===== config.mk =====
export PLATFORM = sky130hd
export DESIGN_NAME = clkgear_pmc
export DESIGN_NICKNAME = d
export VERILOG_FILES = /design/src/rtl/cgp_pkg.sv /design/src/rtl/cg_mode_fsm.sv /design/src/rtl/cg_divider.sv /design/src/rtl/cg_gate.sv /design/src/rtl/clkgear_pmc.sv
export SDC_FILE = /design/constraint.sdc
export NUM_CORES = 1
export LEC_CHECK = 0
export ABC_AREA = 1
export BUFFER_PORTS_ARGS = -buffer_cell sky130_fd_sc_hd__clkbuf_2
export CAP_MARGIN = 20
export CORE_MARGIN = 5
export CORE_UTILIZATION = 55
export CTS_CLUSTER_DIAMETER = 40
export DETAILED_ROUTE_END_ITERATION = 8
export HOLD_SLACK_MARGIN = 0.08
export PLACE_DENSITY_LB_ADDON = 0.2
export SYNTH_ARGS = -nofsm -noshare
export SYNTH_HDL_FRONTEND = slang
export SYNTH_SLANG_ARGS = --single-unit

===== constraint.sdc =====
create_clock -name clk -period 3.6 [get_ports clk]
set_input_delay 0.36 -clock clk [delete_from_list [all_inputs] [get_ports clk]]
set_output_delay 0.36 -clock clk [all_outputs]
set_load 0.02 [all_outputs]

===== src/rtl/cgp_pkg.sv =====
// Package: shared power-mode encoding and speed-code helper for the clock-gear block.
package cgp_pkg;

    // Power-mode codes; values are visible on the top-level mode port.
    typedef enum logic [2:0] {
        PM_HIGH  = 3'd0,
        PM_MED   = 3'd1,
        PM_SLEEP = 3'd2,
        PM_SSTBY = 3'd3,
        PM_HSTBY = 3'd4,
        PM_RESET = 3'd5
    } pmode_t;

    // Clamp a requested speed code to the deepest supported divide shift.
    function automatic int unsigned sat_gear(input int unsigned sel, input int unsigned max_shift);
        return (sel > max_shift) ? max_shift : sel;
    endfunction

endpackage


===== src/rtl/cg_mode_fsm.sv =====
// Module: cg_mode_fsm
// Holds the power mode and the active gear. Forced inputs are resolved first,
// in the order hardware standby, then reset sources; after that come wake and
// sleep/speed transitions. Run-mode changes occur only on bus_end.
// Assumes all inputs are synchronous to clk.
module cg_mode_fsm
    import cgp_pkg::*;
#(
    parameter int MAX_SHIFT = 5,
    parameter int SEL_W     = 3,
    localparam int GW       = $clog2(MAX_SHIFT + 1)
) (
    input  logic             clk,
    input  logic             rst_n,
    input  logic [SEL_W-1:0] spd_sel,
    input  logic             sw_stby_en,
    input  logic             lowspd_sel,
    input  logic             wdt_presel,
    input  logic             sleep_req,
    input  logic             bus_end,
    input  logic             irq_wake,
    input  logic             extirq_wake,
    input  logic             res_pin_n,
    input  logic             wdt_ovf,
    input  logic             hstby_pin_n,
    output pmode_t           mode_o,
    output logic [GW-1:0]    gear_o,
    output logic             load_o
);

    pmode_t        mode_q, mode_d;
    logic [GW-1:0] gear_q, gear_d;
    pmode_t        speed_mode;

    // Next-state selection with fixed priority.
    always_comb begin
        mode_d     = mode_q;
        gear_d     = gear_q;
        speed_mode = (gear_q == '0) ? PM_HIGH : PM_MED;
        if (!hstby_pin_n) begin
            mode_d = PM_HSTBY;
            gear_d = '0;
        end else if (!res_pin_n || wdt_ovf) begin
            mode_d = PM_RESET;
            gear_d = '0;
        end else begin
            case (mode_q)
                PM_HSTBY: mode_d = PM_RESET;
                PM_RESET: mode_d = PM_HIGH;
                PM_SLEEP: if (irq_wake || extirq_wake) mode_d = speed_mode;
                PM_SSTBY: if (extirq_wake) mode_d = speed_mode;
                default: begin
                    if (bus_end) begin
                        if (sleep_req) begin
                            if (!sw_stby_en && !lowspd_sel)
                                mode_d = PM_SLEEP;
                            else if (sw_stby_en && !lowspd_sel && !wdt_presel)
                                mode_d = PM_SSTBY;
                        end else begin
                            gear_d = GW'(sat_gear(32'(spd_sel), MAX_SHIFT));
                            mode_d = (gear_d == '0) ? PM_HIGH : PM_MED;
                        end
                    end
                end
            endcase
        end
    end

    // State registers with synchronous reset into the reset mode.
    always_ff @(posedge clk) begin
        if (!rst_n) begin
            mode_q <= PM_RESET;
            gear_q <= '0;
        end else begin
            mode_q <= mode_d;
            gear_q <= gear_d;
        end
    end

    // Tell the divider that its phase must restart at this edge.
    assign load_o = (mode_d != mode_q) || (gear_d != gear_q);
    assign mode_o = mode_q;
    assign gear_o = gear_q;

    AST_HSTBY_FIRST: assert property (@(posedge clk) disable iff (!rst_n)
        !hstby_pin_n |=> mode_q == PM_HSTBY);
    AST_RESET_FORCE: assert property (@(posedge clk) disable iff (!rst_n)
        hstby_pin_n && (!res_pin_n || wdt_ovf) |=> mode_q == PM_RESET);
    AST_GEAR_HOLD: assert property (@(posedge clk) disable iff (!rst_n)
        hstby_pin_n && res_pin_n && !wdt_ovf && !bus_end |=> $stable(gear_q));
    AST_SSTBY_STAY: assert property (@(posedge clk) disable iff (!rst_n)
        mode_q == PM_SSTBY && !extirq_wake && hstby_pin_n && res_pin_n && !wdt_ovf
        |=> mode_q == PM_SSTBY);

endmodule


===== src/rtl/cg_divider.sv =====
// Module: cg_divider
// Produces the CPU clock-enable pulse: one clock high every 2^gear clocks.
// The phase counter restarts at every load so no shortened period appears.
// Assumes gear_i never exceeds MAX_SHIFT.
module cg_divider #(
    parameter int MAX_SHIFT = 5,
    localparam int GW       = $clog2(MAX_SHIFT + 1),
    localparam int CW       = (MAX_SHIFT > 0) ? MAX_SHIFT : 1
) (
    input  logic          clk,
    input  logic          rst_n,
    input  logic          run_i,
    input  logic [GW-1:0] gear_i,
    input  logic          load_i,
    output logic          cpu_en_o
);

    logic [CW-1:0] cnt_q;
    logic [CW-1:0] wrap;

    // Terminal count for the current ratio.
    always_comb wrap = ~({CW{1'b1}} << gear_i);

    // Phase counter: cleared on load or when not running, wraps at terminal count.
    always_ff @(posedge clk) begin
        if (!rst_n || load_i || !run_i)
            cnt_q <= '0;
        else if (cnt_q == wrap)
            cnt_q <= '0;
        else
            cnt_q <= cnt_q + 1'b1;
    end

    assign cpu_en_o = run_i && (cnt_q == wrap);

    AST_NO_BACK_TO_BACK: assert property (@(posedge clk) disable iff (!rst_n)
        cpu_en_o && gear_i != '0 && !load_i |=> !cpu_en_o);
    AST_NO_SHORT_PULSE: assert property (@(posedge clk) disable iff (!rst_n)
        load_i |=> (!cpu_en_o || gear_i == '0));

endmodule


===== src/rtl/cg_gate.sv =====
// Module: cg_gate
// Decodes the power mode into the run flag and the peripheral clock enable.
// Purely combinational.
module cg_gate
    import cgp_pkg::*;
(
    input  pmode_t mode_i,
    output logic   run_o,
    output logic   periph_en_o
);

    // Run modes clock the CPU; sleep additionally keeps peripherals alive.
    always_comb begin
        run_o       = (mode_i == PM_HIGH) || (mode_i == PM_MED);
        periph_en_o = run_o || (mode_i == PM_SLEEP);
    end

endmodule


===== src/rtl/clkgear_pmc.sv =====
// Module: clkgear_pmc (top)
// Clock-gear and power-mode sequencer. Wires the mode machine, the gear
// divider and the enable decoder. Assumes synchronous inputs on clk.
module clkgear_pmc
    import cgp_pkg::*;
#(
    parameter int MAX_SHIFT = 5,
    parameter int SEL_W     = 3,
    localparam int GW       = $clog2(MAX_SHIFT + 1)
) (
    input  logic             clk,
    input  logic             rst_n,
    input  logic [SEL_W-1:0] spd_sel,
    input  logic             sw_stby_en,
    input  logic             lowspd_sel,
    input  logic             wdt_presel,
    input  logic             sleep_req,
    input  logic             bus_end,
    input  logic             irq_wake,
    input  logic             extirq_wake,
    input  logic             res_pin_n,
    input  logic             wdt_ovf,
    input  logic             hstby_pin_n,
    output logic [2:0]       mode,
    output logic [GW-1:0]    gear,
    output logic             cpu_en,
    output logic             periph_en
);

    pmode_t        mode_w;
    logic [GW-1:0] gear_w;
    logic          load_w;
    logic          run_w;

    cg_mode_fsm #(.MAX_SHIFT(MAX_SHIFT), .SEL_W(SEL_W)) u_fsm (
        .clk(clk), .rst_n(rst_n), .spd_sel(spd_sel), .sw_stby_en(sw_stby_en),
        .lowspd_sel(lowspd_sel), .wdt_presel(wdt_presel), .sleep_req(sleep_req),
        .bus_end(bus_end), .irq_wake(irq_wake), .extirq_wake(extirq_wake),
        .res_pin_n(res_pin_n), .wdt_ovf(wdt_ovf), .hstby_pin_n(hstby_pin_n),
        .mode_o(mode_w), .gear_o(gear_w), .load_o(load_w)
    );

    cg_gate u_gate (
        .mode_i(mode_w), .run_o(run_w), .periph_en_o(periph_en)
    );

    cg_divider #(.MAX_SHIFT(MAX_SHIFT)) u_div (
        .clk(clk), .rst_n(rst_n), .run_i(run_w), .gear_i(gear_w),
        .load_i(load_w), .cpu_en_o(cpu_en)
    );

    assign mode = mode_w;
    assign gear = gear_w;

    AST_SLEEP_ENABLES: assert property (@(posedge clk) disable iff (!rst_n)
        mode_w == PM_SLEEP |-> periph_en && !cpu_en);

endmodule


==> impl_metrics.toml <==
[worst_setup_path]
rr_startpoint = "u_fsm.mode_o[2]"
critical_path_class = "flop to output port"
cp_max_fo = 7
critPathLaunchType = "flop"
startpoint = "u_fsm.gear_o[2]"
ff2ff_path_depth = 12
reg2reg_slack_ns = 1.97
endpoint_kind = "output port"
crit_arrival_ns = 1.59
r2r-end = "u_div.cnt_q[4]"
critPathRequiredTime_ns = 3.24

[pwr]
p_sw_frac = 0.2827
power_frac_seq = 0.494
power.density_mw_per_mm2 = 238.6
power.total_uw = 252.0
ir_drop_mv = 0.2243
p_sw_uw = 71.22
clkPwrFrac = 0.352
p_int_uw = 180.7
leakage_nw = 0.5413
comb_power_share = 0.154

[placement]
dp_hpwl_um = 1737
gp_congestion = 0.9622
io_buffers = 22
pre_cts_slack_ns = 1.804

[route]
post-route-drc-count = 0
drtIter0Drc = 25
wire_per_inst_um = 11.44
vias = 977
drt-total-wl_um = 2197
detail-route-antenna-nets = 0
first_pass_iters = 4
via_per_inst = 5.089

[job]
cap_violations = 0

[grt]
grt.total_usage = 0.1950
grt_max_degree = 10
antenna_found_initial = 0
grt_pass1_vias = 895
grt-ovfl-total = 0
grt_pass1_wl_um = 3836

[yosys]
synthCells = 151
ys_ff_latch = 11
yosysWarnings = 0
synth_area_leaders = "dfxtp_1 24%, nand2_1 18%, nor2_1 9.1%, inv_1 7.9%, nand3_1 7.2%"
synth_cell_types = 22
yosys.area.top_type_share = 0.2428
synthTopCellsByCount = "44 x nand2_1, 22 x nor2_1, 19 x inv_1, 13 x nand3_1, 11 x dfxtp_1"
netlist_area_um2 = 907.1
yosysSeqAreaShare = 0.2428
async_flop_share = 0
synth_edf_count = 0
synth_ff_type = "dfxtp_1"
synth.avg_cell_area_um2 = 6.007
netlist.top_cell.by_area = "dfxtp_1"
synth_nets = 167
synth.most_common_cell = "nand2_1"

[sta]
finalHoldViolCount = 0
period_share = 0.5422
worstMarginPinSlew_ns = 0.4548
setup_viol = 0
tns_ns = 0
skew_ns = 0.003207
fmax_ghz = 0.5123
max_slew_margin = 0.6965
layout_setup_ws_ns = 1.648
min_period_ns = 1.952
rsz0062_at_grt = "false"
maxSlewViolCount = 0

[min_path]
holdPathEnd = "u_fsm.mode_o[0]"
hp-class = "input port to flop"
min_from = "rst_n"
min_path_cells = 2

[run_status]
status = "complete, no violations"

[clock_tree]
cts.sinks = 11
postCtsSetupBuffers = 0
cts_buffers = 3
root_buffer = "clkbuf_4"
tritoncts = "done"
clk_pin_slew_ns = 0.07
htreeDepth = 1
hold_buffers = 0
ctsResizeCount = 0
cts_buffer_depth = 2
insertion_delay_ns = 0.28

[die]
start_util = 0.5885
rows = 14
pin_count = 23
die_area_mm2 = 0.002561
core_mm2 = 0.001541
die_w_um = 50.61
die_h_um = 50.61

[layout]
final_layout_size_suffix_gt1_frac = 0.2727
multi_input_area_um2 = 585.6
syn2layout_area_growth_pct = 16.41
final_nets = 193
fillCellCount = 138
diodes = 0
seq_area_um2 = 220.2
fin_util = 0.6851
## worst max-delay path, stage by stage (launching register included)
cell and delay, ns:
dfxtp_1 0.37, nor2_1 0.24, nand2_1 0.12, nand2_1 0.08, nand2_1 0.05, nor2_1 0.14
nand2_1 0.07, nor2_1 0.08, clkbuf_2 0.17
## power groups by stage
stage / clock [mW] / combinational, mW / sequential [mW]
2_1_floorplan: 0 / 0.0213 / 0.128
3_3_place_gp: 0 / 0.0381 / 0.128
3_5_place_dp: 0 / 0.0387 / 0.128
4_1_cts: 0.0931 / 0.0389 / 0.125
5_1_grt: 0.103 / 0.0434 / 0.125
6_report: 0.0886 / 0.0388 / 0.125
## layer usage
| metal | track usage | wire (um) | vias to the layer above |
|---|---|---|---|
| met2 | 0.2934 | 987 | 40 |
| met5 | 0 | 0 | - |
| met3 | 0.05325 | 194 | 6 |
| met4 | 0.1106 | 58 | 0 |
| li1 | - | - | 522 |
| met1 | 0.2469 | 955 | 409 |
## area by class of cell
cell class / count / area share
repair buffers: 22 / 0.1043
clock buffers: 4 / 0.02488
multi-input cells: 114 / 0.5545
inverters: 25 / 0.08886
flip-flops and latches: 11 / 0.2085
well taps: 16 / 0.01896
## how the worst max path moves through the flow
stage | endpoint | slack (ns) | cells past startpoint
2_1_floorplan | cpu_en | 1.98 | 7
3_3_place_gp | u_div.cnt_q[4] | 1.86 | 10
3_5_place_dp | u_div.cnt_q[4] | 1.80 | 10
4_1_cts | cpu_en | 1.67 | 8
5_1_grt | cpu_en | 1.47 | 8
6_report | cpu_en | 1.65 | 8
## logic make-up after synthesis
logic type / synth area share
AOI/OAI and AO/OA: 0.05241
xor gates and xnor gates: 0.02897
adders and majority gates: 0.01379
buffers and inverters: 0.1117
DFF: 0.2428
and+or+nand+nor: 0.5503
## state kept, by name (all words and copies together) (netlist names)
name / count
u_div.cnt_q: 5
u_fsm.mode_o: 3
u_fsm.gear_o: 3
## metrics by stage
stage	cells	hold WS [ns]	area, um2
final	192	0.2817	1056
after global routing	192	0.2743	1056
after global placement	188	0.4789	1030
after CTS	192	0.2790	1056
after detailed placement	188	0.4823	1030
after floorplan	151	0.4293	907.1
## placed cells by master, fill, tap and decap left out, types with 2 or more instances in the layout
cell type	n
nand3_1	13
nand4_1	4
inv_2	6
nand2_1	44
a21oi_1	7
dfxtp_1	11
nand3_2	4
nand2_2	5
inv_1	19
xor2_1	2
nor2_4	3
nor2_2	2
nor2_1	22
clkbuf_2	22
clkbuf_4	3
No activity file was read; power rests on OpenSTA's default activity.
